$ cat config.mk
export PLATFORM = sky130hd
export DESIGN_NAME = tri_timer_unit
export DESIGN_NICKNAME = d
export VERILOG_FILES = /design/src/rtl/tt_pkg.sv /design/src/rtl/tt_prescale.sv /design/src/rtl/tt_counter.sv /design/src/rtl/tt_toggle.sv /design/src/rtl/tri_timer_unit.sv
export SDC_FILE = /design/constraint.sdc
export NUM_CORES = 1
export LEC_CHECK = 0
export ABC_CLOCK_PERIOD_IN_PS = 2800
export CORE_ASPECT_RATIO = 1.25
export CORE_MARGIN = 1
export CORE_UTILIZATION = 39
export CTS_BUF_LIST = sky130_fd_sc_hd__clkbuf_4 sky130_fd_sc_hd__clkbuf_8 sky130_fd_sc_hd__clkbuf_16
export DETAILED_ROUTE_END_ITERATION = 8
export DONT_BUFFER_PORTS = 1
export SYNTH_ARGS = -nofsm -noshare
export SYNTH_HDL_FRONTEND = slang
export SYNTH_HIERARCHICAL = 1
export SYNTH_SLANG_ARGS = --single-unit
$ cat constraint.sdc
create_clock -name clk -period 2.8 [get_ports clk]
set_input_delay 0.7 -clock clk [delete_from_list [all_inputs] [get_ports clk]]
set_output_delay 0.7 -clock clk [all_outputs]
set_load 0.01 [all_outputs]
$ cat src/rtl/tt_pkg.sv
// Package: shared constants and types for the three-stage timer.
// Assumes an 8-bit data bus and a 2-bit register address.
package tt_pkg;

    localparam int unsigned N_TMR = 3;
    localparam int unsigned AW    = 2;
    localparam int unsigned DW    = 8;

    localparam logic [AW-1:0] ADDR_CTRL = 2'd3;

    // Control register layout; the bit order is what software writes.
    typedef struct packed {
        logic t1_sub;      // bit 5: counter one enable from sub-clock tick
        logic t3_fast;     // bit 4: counter three enable from prescaler
        logic t2_fast;     // bit 3: counter two enable from prescaler
        logic t2_latonly;  // bit 2: counter two write goes to latch only
        logic tgl_en;      // bit 1: toggle output enabled
        logic tgl_low;     // bit 0: toggle output starts low
    } ctrl_t;

endpackage

$ cat src/rtl/tt_prescale.sv
// Module: free-running prescaler.
// An internal counter advances on every cycle where adv_i is high. A single-cycle
// pulse is produced on the advance that wraps the counter, i.e. one pulse per
// 2**PW advances. Assumes adv_i is synchronous to clk.
module tt_prescale #(
    parameter int unsigned PW = 4
) (
    input  logic clk,
    input  logic rst_n,
    input  logic adv_i,
    output logic pulse_o
);
    localparam logic [PW-1:0] TOP = {PW{1'b1}};

    logic [PW-1:0] div_q;

    // Purpose: advance the divider on each enabled cycle.
    always_ff @(posedge clk) begin
        if (!rst_n) begin
            div_q <= '0;
        end else if (adv_i) begin
            div_q <= div_q + 1'b1;
        end
    end

    // Purpose: flag the wrapping advance.
    always_comb begin
        pulse_o = adv_i && (div_q == TOP);
    end

endmodule

$ cat src/rtl/tt_counter.sv
// Module: one down-counter with a reload latch.
// On tick_i a nonzero count decrements, and a zero count reloads from the latch
// (including a latch value written in the same cycle), raising uf_o for one cycle
// after that edge. A counter load (ld_cnt_i) has priority over tick_i.
// Assumes ld_cnt_i implies ld_lat_i.
module tt_counter #(
    parameter int unsigned    W       = 8,
    parameter logic [W-1:0]   RST_VAL = {W{1'b1}}
) (
    input  logic         clk,
    input  logic         rst_n,
    input  logic         tick_i,
    input  logic         ld_lat_i,
    input  logic         ld_cnt_i,
    input  logic [W-1:0] wdata_i,
    output logic [W-1:0] cnt_o,
    output logic         uf_o
);
    logic [W-1:0] lat_q;
    logic [W-1:0] cnt_q;
    logic         uf_q;
    logic [W-1:0] lat_next;

    // Purpose: latch value seen this cycle, including a same-cycle write.
    always_comb begin
        lat_next = ld_lat_i ? wdata_i : lat_q;
    end

    // Purpose: hold the reload latch.
    always_ff @(posedge clk) begin
        if (!rst_n) begin
            lat_q <= RST_VAL;
        end else begin
            lat_q <= lat_next;
        end
    end

    // Purpose: count down, reload at zero and flag the underflow.
    always_ff @(posedge clk) begin
        if (!rst_n) begin
            cnt_q <= RST_VAL;
            uf_q  <= 1'b0;
        end else if (ld_cnt_i) begin
            cnt_q <= wdata_i;
            uf_q  <= 1'b0;
        end else if (tick_i) begin
            if (cnt_q == '0) begin
                cnt_q <= lat_next;
                uf_q  <= 1'b1;
            end else begin
                cnt_q <= cnt_q - 1'b1;
                uf_q  <= 1'b0;
            end
        end else begin
            uf_q <= 1'b0;
        end
    end

    assign cnt_o = cnt_q;
    assign uf_o  = uf_q;

endmodule

$ cat src/rtl/tt_toggle.sv
// Module: toggle output stage.
// While disabled the pin shows the programmed start level (start_low=1 -> low).
// A control write that turns the enable on loads the start level carried by that
// write; while enabled the pin inverts on each underflow pulse.
// Assumes ctrl_wr_i is high for exactly the cycle of a control write.
module tt_toggle (
    input  logic clk,
    input  logic rst_n,
    input  logic ctrl_wr_i,
    input  logic wr_en_i,
    input  logic wr_low_i,
    input  logic en_q_i,
    input  logic low_q_i,
    input  logic uf_i,
    output logic pin_o
);
    logic pin_q;

    // Purpose: select between start level, enable reload and inversion.
    always_ff @(posedge clk) begin
        if (!rst_n) begin
            pin_q <= 1'b1;
        end else if (ctrl_wr_i && wr_en_i && !en_q_i) begin
            pin_q <= ~wr_low_i;
        end else if (!en_q_i) begin
            pin_q <= ~low_q_i;
        end else if (uf_i) begin
            pin_q <= ~pin_q;
        end
    end

    assign pin_o = pin_q;

endmodule

$ cat src/rtl/tri_timer_unit.sv
// Module: top of the three-stage cascadable timer.
// Decodes the register bus, holds the control register, routes count enables
// (prescaler, sub-clock tick, counter one underflow) and drives the toggle pin
// from counter two underflows. Assumes bus writes are single-cycle strobes and
// that subtick_i is already synchronous to clk.
module tri_timer_unit
    import tt_pkg::*;
#(
    parameter int unsigned TW = 8,
    parameter int unsigned PW = 4
) (
    input  logic          clk,
    input  logic          rst_n,
    input  logic          lowspd_i,
    input  logic          subtick_i,
    input  logic [AW-1:0] bus_addr,
    input  logic [DW-1:0] bus_wdata,
    input  logic          bus_we,
    output logic [DW-1:0] bus_rdata,
    output logic          tgl_o
);
    localparam int unsigned CW = $bits(ctrl_t);

    ctrl_t                     ctrl_q;
    logic                      ctrl_wr;
    logic                      presc_adv;
    logic                      presc_pulse;
    logic [N_TMR-1:0]          tick_v;
    logic [N_TMR-1:0]          uf_v;
    logic [N_TMR-1:0]          hit_v;
    logic [N_TMR-1:0][TW-1:0]  cnt_v;

    // Purpose: decode a write to the control register.
    always_comb begin
        ctrl_wr = bus_we && (bus_addr == ADDR_CTRL);
    end

    // Purpose: hold the implemented control bits.
    always_ff @(posedge clk) begin
        if (!rst_n) begin
            ctrl_q <= '0;
        end else if (ctrl_wr) begin
            ctrl_q <= ctrl_t'(bus_wdata[CW-1:0]);
        end
    end

    // Purpose: prescaler advances every cycle, or per sub-clock tick in low-speed mode.
    always_comb begin
        presc_adv = lowspd_i ? subtick_i : 1'b1;
    end

    tt_prescale #(.PW(PW)) u_presc (
        .clk     (clk),
        .rst_n   (rst_n),
        .adv_i   (presc_adv),
        .pulse_o (presc_pulse)
    );

    // Purpose: route the count enable of each counter.
    always_comb begin
        tick_v[0] = ctrl_q.t1_sub  ? subtick_i   : presc_pulse;
        tick_v[1] = ctrl_q.t2_fast ? presc_pulse : uf_v[0];
        tick_v[2] = ctrl_q.t3_fast ? presc_pulse : uf_v[0];
    end

    genvar gi;
    generate
        for (gi = 0; gi < N_TMR; gi++) begin : g_tmr
            logic ld_cnt;

            // Purpose: address hit and load type for this counter.
            always_comb begin
                hit_v[gi] = bus_we && (bus_addr == AW'(gi));
                if (gi == 1) begin
                    ld_cnt = hit_v[gi] && !ctrl_q.t2_latonly;
                end else begin
                    ld_cnt = hit_v[gi];
                end
            end

            tt_counter #(.W(TW)) u_cnt (
                .clk      (clk),
                .rst_n    (rst_n),
                .tick_i   (tick_v[gi]),
                .ld_lat_i (hit_v[gi]),
                .ld_cnt_i (ld_cnt),
                .wdata_i  (bus_wdata[TW-1:0]),
                .cnt_o    (cnt_v[gi]),
                .uf_o     (uf_v[gi])
            );
        end
    endgenerate

    tt_toggle u_tgl (
        .clk       (clk),
        .rst_n     (rst_n),
        .ctrl_wr_i (ctrl_wr),
        .wr_en_i   (bus_wdata[1]),
        .wr_low_i  (bus_wdata[0]),
        .en_q_i    (ctrl_q.tgl_en),
        .low_q_i   (ctrl_q.tgl_low),
        .uf_i      (uf_v[1]),
        .pin_o     (tgl_o)
    );

    // Purpose: read multiplexer; counters return their live count.
    always_comb begin
        bus_rdata = '0;
        if (bus_addr == ADDR_CTRL) begin
            bus_rdata = DW'(ctrl_q);
        end else if (bus_addr < AW'(N_TMR)) begin
            bus_rdata = DW'(cnt_v[bus_addr]);
        end
    end

endmodule

Word-level counts from Yosys, hierarchy flattened
Cells that the tools add are included.

$add $sub $neg: 4. Magnitude comparators: 2. Equal/unequal tests: 5. Mux-type cells: 25. Bitwise gates (word level): 6. Reductions and logical operators: 19.

Operators with widths (count): $mux 8 (15); $logic_not 8->1 (3); $sub 8x1->8 const B (3); $bmux 8 s2 (1); $mux 1 (9); $logic_and 1x1->1 (8); $not 1->1 (6); $reduce_bool 2->1 (3); $reduce_or 3->1 (2); $add 4x1->4 const B (1); $eq 2x2->1 const B (2); $eq 4x4->1 const B (1); $lt 2x3->1 const B (1); $ne 3x1->1 const B (1); $eq 2x1->1 const B (1); $logic_not 1->1 (2); $logic_not 2->1 (1); $lt 2x2->1 const B (1).

Bits in registers: 61. Input port bits: 15. Logic and storage cells: 77.

Longest topological paths before layout
Depth after elaboration: 6. Depth in mapped cells: 8. Depth with buffers taken out: 7.

Cells and area by module
Netlist, hierarchy kept.

By module, submodules not included: tt_counter (instances 3, cells an instance 101, area an instance 918.4 µm², sequential area each 340.3 µm²); tri_timer_unit (instances 1, cells an instance 49, area an instance 516.7 µm², sequential area each 120.1 µm²); tt_prescale (instances 1, cells an instance 18, area an instance 187.7 µm², sequential area each 80.1 µm²); tt_toggle (instances 1, cells an instance 7, area an instance 70.1 µm², sequential area each 20.0 µm²).

Worst setup path after synthesis
No wires, ideal clock.

Path kind: input to register. Start: input bus_addr[1]. End: register g_tmr[0].u_cnt.cnt_q[0]. Data arrival time: 2.599 ns. Required time: 2.678 ns. Path slack: 0.079 ns. Cell stages on the path: 6. Cells stage by stage: buf_2 nor3b_1 clkbuf_1 mux2i_1 o41ai_1 a311o_1.

Longest elaborated chain between the ends: 6. Elaborated cells on any way between the ends: 7. Those cells by class: 4 x mux; 3 x reduce/logical.

RTL lines: from (decl) (RTL line tri_timer_unit.sv:16) `input logic [AW-1:0] bus_addr,`; $logic_not 2->1 * (RTL line tri_timer_unit.sv:73) `hit_v[gi] = bus_we && (bus_addr == AW'(gi));`; $logic_and 1x1->1 * (RTL line tri_timer_unit.sv:73); named net g_tmr[0].ld_cnt (RTL line tri_timer_unit.sv:69) `logic ld_cnt;`; $mux 8 (RTL line tt_counter.sv:26) `lat_next = ld_lat_i ? wdata_i : lat_q;`; $mux 8 (RTL line tt_counter.sv:47) `if (cnt_q == '0) begin`; $mux 8 (RTL line tt_counter.sv:46) `end else if (tick_i) begin`; $mux 8 (RTL line tt_counter.sv:43) `end else if (ld_cnt_i) begin`; to (signal assigned) (RTL line tt_counter.sv:44) `cnt_q <= wdata_i;`; to (signal assigned) (RTL line tt_counter.sv:48) `cnt_q <= lat_next;`; to (signal assigned) (RTL line tt_counter.sv:51) `cnt_q <= cnt_q - 1'b1;`; to (decl) (RTL line tt_counter.sv:20) `logic [W-1:0] cnt_q;`.

The timed path passes the listed nets; every way through them passes the cells marked *. The select of a mux whose other input is x is not followed. A chain may end at the register's enable or synchronous reset.

Worst setup path after layout
Start: register g_tmr[0].u_cnt.cnt_q[4]. End: output bus_rdata[4].

Longest elaborated chain between the ends: 4.

RTL lines: $bmux 8 s2 (RTL line tri_timer_unit.sv:112) `bus_rdata = DW'(cnt_v[bus_addr]);`; $mux 8 (implied by the code) (RTL line tri_timer_unit.sv:112); $mux 8 (RTL line tri_timer_unit.sv:111) `end else if (bus_addr < AW'(N_TMR)) begin`; $mux 8 (RTL line tri_timer_unit.sv:109) `if (bus_addr == ADDR_CTRL) begin`; to (decl) (RTL line tri_timer_unit.sv:19) `output logic [DW-1:0] bus_rdata,`.

No other way between the ends. The select of a mux whose other input is x is not followed.

==> results.ini <==
[global_routing]
grt_util_all_layers = 0.206
grt_pass1_wl_mm = 14.3
antenna_found_initial = 0
grt_overflow_total = 0
grt_start_max_net_pins = 67
grt_pass1_vias = 2696

[sta]
finalCritPeriodShare = 0.757
worstMarginPinSlew_ns = 0.694
max_freq_ghz = 0.472
skew_ns = 0.00298
rsz0062_at_grt = no
max_slew_margin = 0.533
whs_ns = 0.418
drv_slew = 0
period_needed_ns = 2.12
setup_tns_ns = 0
hold_viol = 0
setup_violations = 0

[critical_path]
r2r_cells = 4
path_max_fanout = 8
worst-setup-path-type = flip-flop to primary output
r2r_slack_ns = 0.70
r2r-end = g_tmr[0].u_cnt/cnt_o[3]
r2r-start = g_tmr[0].u_cnt/cnt_o[3]
start_kind = flip-flop
worst-endpoint-required_ns = 2.10
endpoint_kind = primary output
crit_arrival_ns = 1.42

[floorplan]
die_area_um2 = 9360
die_w_um = 86.8
std_cell_rows = 38
core_um2 = 8700
initial_core_util = 0.403
chipHeight_um = 108
ioPinCount = 24

[outcome]
status = completed

[synth]
avgSynthCellArea_um2 = 9.34
ys_warn_count = 6
netlist_area_um2 = 3500
synth_nets = 397
syn_inst = 375

[clock_tree]
postCtsSetupRepairBufs = 0
cts-htree-levels = 3
postCtsResizedCells = 0
root_buffer = clkbuf_8
cts_buffers = 9
clkLatencyLatePin_ns = 0.35
cts.sinks = 61
cts-hold-fix-buffers = 0
cts_tree = yes
cts.clk_slew.worst_paths_ns = 0.06
ctsLongestPathBuffers = 2

[finish]
utilization = 0.433
multi_input_area_um2 = 2110
fillers = 873
stdcell_area_um2 = 3770
synthToLayoutAreaGrowth_pct = 7.54
seqCellArea_um2 = 1220
fin_nets = 391
drive_above_1_share = 0.171
num_antenna_cells = 0

[drt]
ant_nets = 0
drt_pre_antenna_iters = 5
via_per_inst = 5.79
vias = 2859
postRouteWirelength_mm = 9.00
drtIter0Drc = 199
post_drt_wl_per_cell_um = 18.2
drc_errors = 0

[pwr]
ir_worst_vdd_uv = 183
cellLeakagePower_nw = 1.48
power_mw = 1.88
p_per_area_nw_per_um2 = 500

[placement]
gp_congestion = 0.824
hpwl_mm = 6.13
place_area_um2 = 3580
port_buffers = 0

[run]
drv_cap = 0

[hold_path]
hold_class = input port to flip-flop
holdPathStages = 1
hold_end = g_tmr[0].u_cnt/lat_q[7]
min-delay-start = rst_n

==> layer usage <==
layer  routed length [µm]  GRT usage  up-vias
met1                 3930      0.253     1391
met2                 4330      0.331       80
met5                    0          0        -
li1                     -          -     1365
met3                  414     0.0443       23
met4                  333      0.124        0
==> layout make-up <==
type,count,area share
sequential,61,0.324
clock inverter,1,0.00133
timing repair buffer,5,0.00997
inverter,16,0.0159
multi-input combinational,276,0.560
clock buffer,15,0.0482
tap,120,0.0399
==> critical path, cell delays in order (launching register included) <==
cell and delay [ns]:
dfxtp_1 0.32, buf_4 0.17, mux4_1 0.58
==> registers in the layout, indices dropped and copies added (netlist names) <==
signal / cells
u_presc/div_q: 4
g_tmr.u_cnt/lat_q: 24
g_tmr.u_cnt/uf_o: 2
g_tmr.u_cnt/cnt_o: 24
ctrl_q: 6
u_tgl/pin_o: 1
==> where the power goes <==
part,leakage (nW),switching (mW),internal [mW]
Sequential,0.499,0.0473,0.907
Clock,0.101,0.335,0.408
Combinational,0.876,0.0892,0.0964
==> worst max-delay path by stage <==
stage	start	end	slack (ns)	cells after the start
6_report	g_tmr[0].u_cnt/cnt_o[4]	bus_rdata[4]	0.68	2
5_1_grt	g_tmr[1].u_cnt/cnt_o[4]	g_tmr[1].u_cnt/cnt_o[3]	0.61	4
4_1_cts	g_tmr[0].u_cnt/cnt_o[4]	bus_rdata[4]	0.68	2
3_5_place_dp	subtick_i	g_tmr[1].u_cnt/cnt_o[0]	0.57	6
3_3_place_gp	subtick_i	g_tmr[1].u_cnt/cnt_o[5]	0.61	6
2_1_floorplan	bus_addr[1]	g_tmr[0].u_cnt/cnt_o[0]	0.08	6
==> per-stage QoR <==
stage / cells / setup WS, ns
after detailed placement: 478 / 0.575
after global routing: 494 / 0.610
after CTS: 494 / 0.677
after floorplan: 375 / 0.0790
final: 494 / 0.681
after global placement: 478 / 0.612
==> layout by cell type, fill, tap and decap left out, types with 4 or more instances in the layout <==
master    count
clkbuf_4      4
buf_4         5
a21oi_1      19
xnor2_1       8
nor3b_1       9
clkbuf_8     11
ha_1          7
nor2b_1       5
nand2b_1      5
mux2i_1      34
mux4_2        4
dfxtp_1      61
nor3_1       12
o21ai_0       9
nor4_1        6
mux2_2       15
inv_1        16
nand2_1      55
nor2_1        5
o211ai_1     12
No activity file was read; power rests on OpenSTA's default activity.
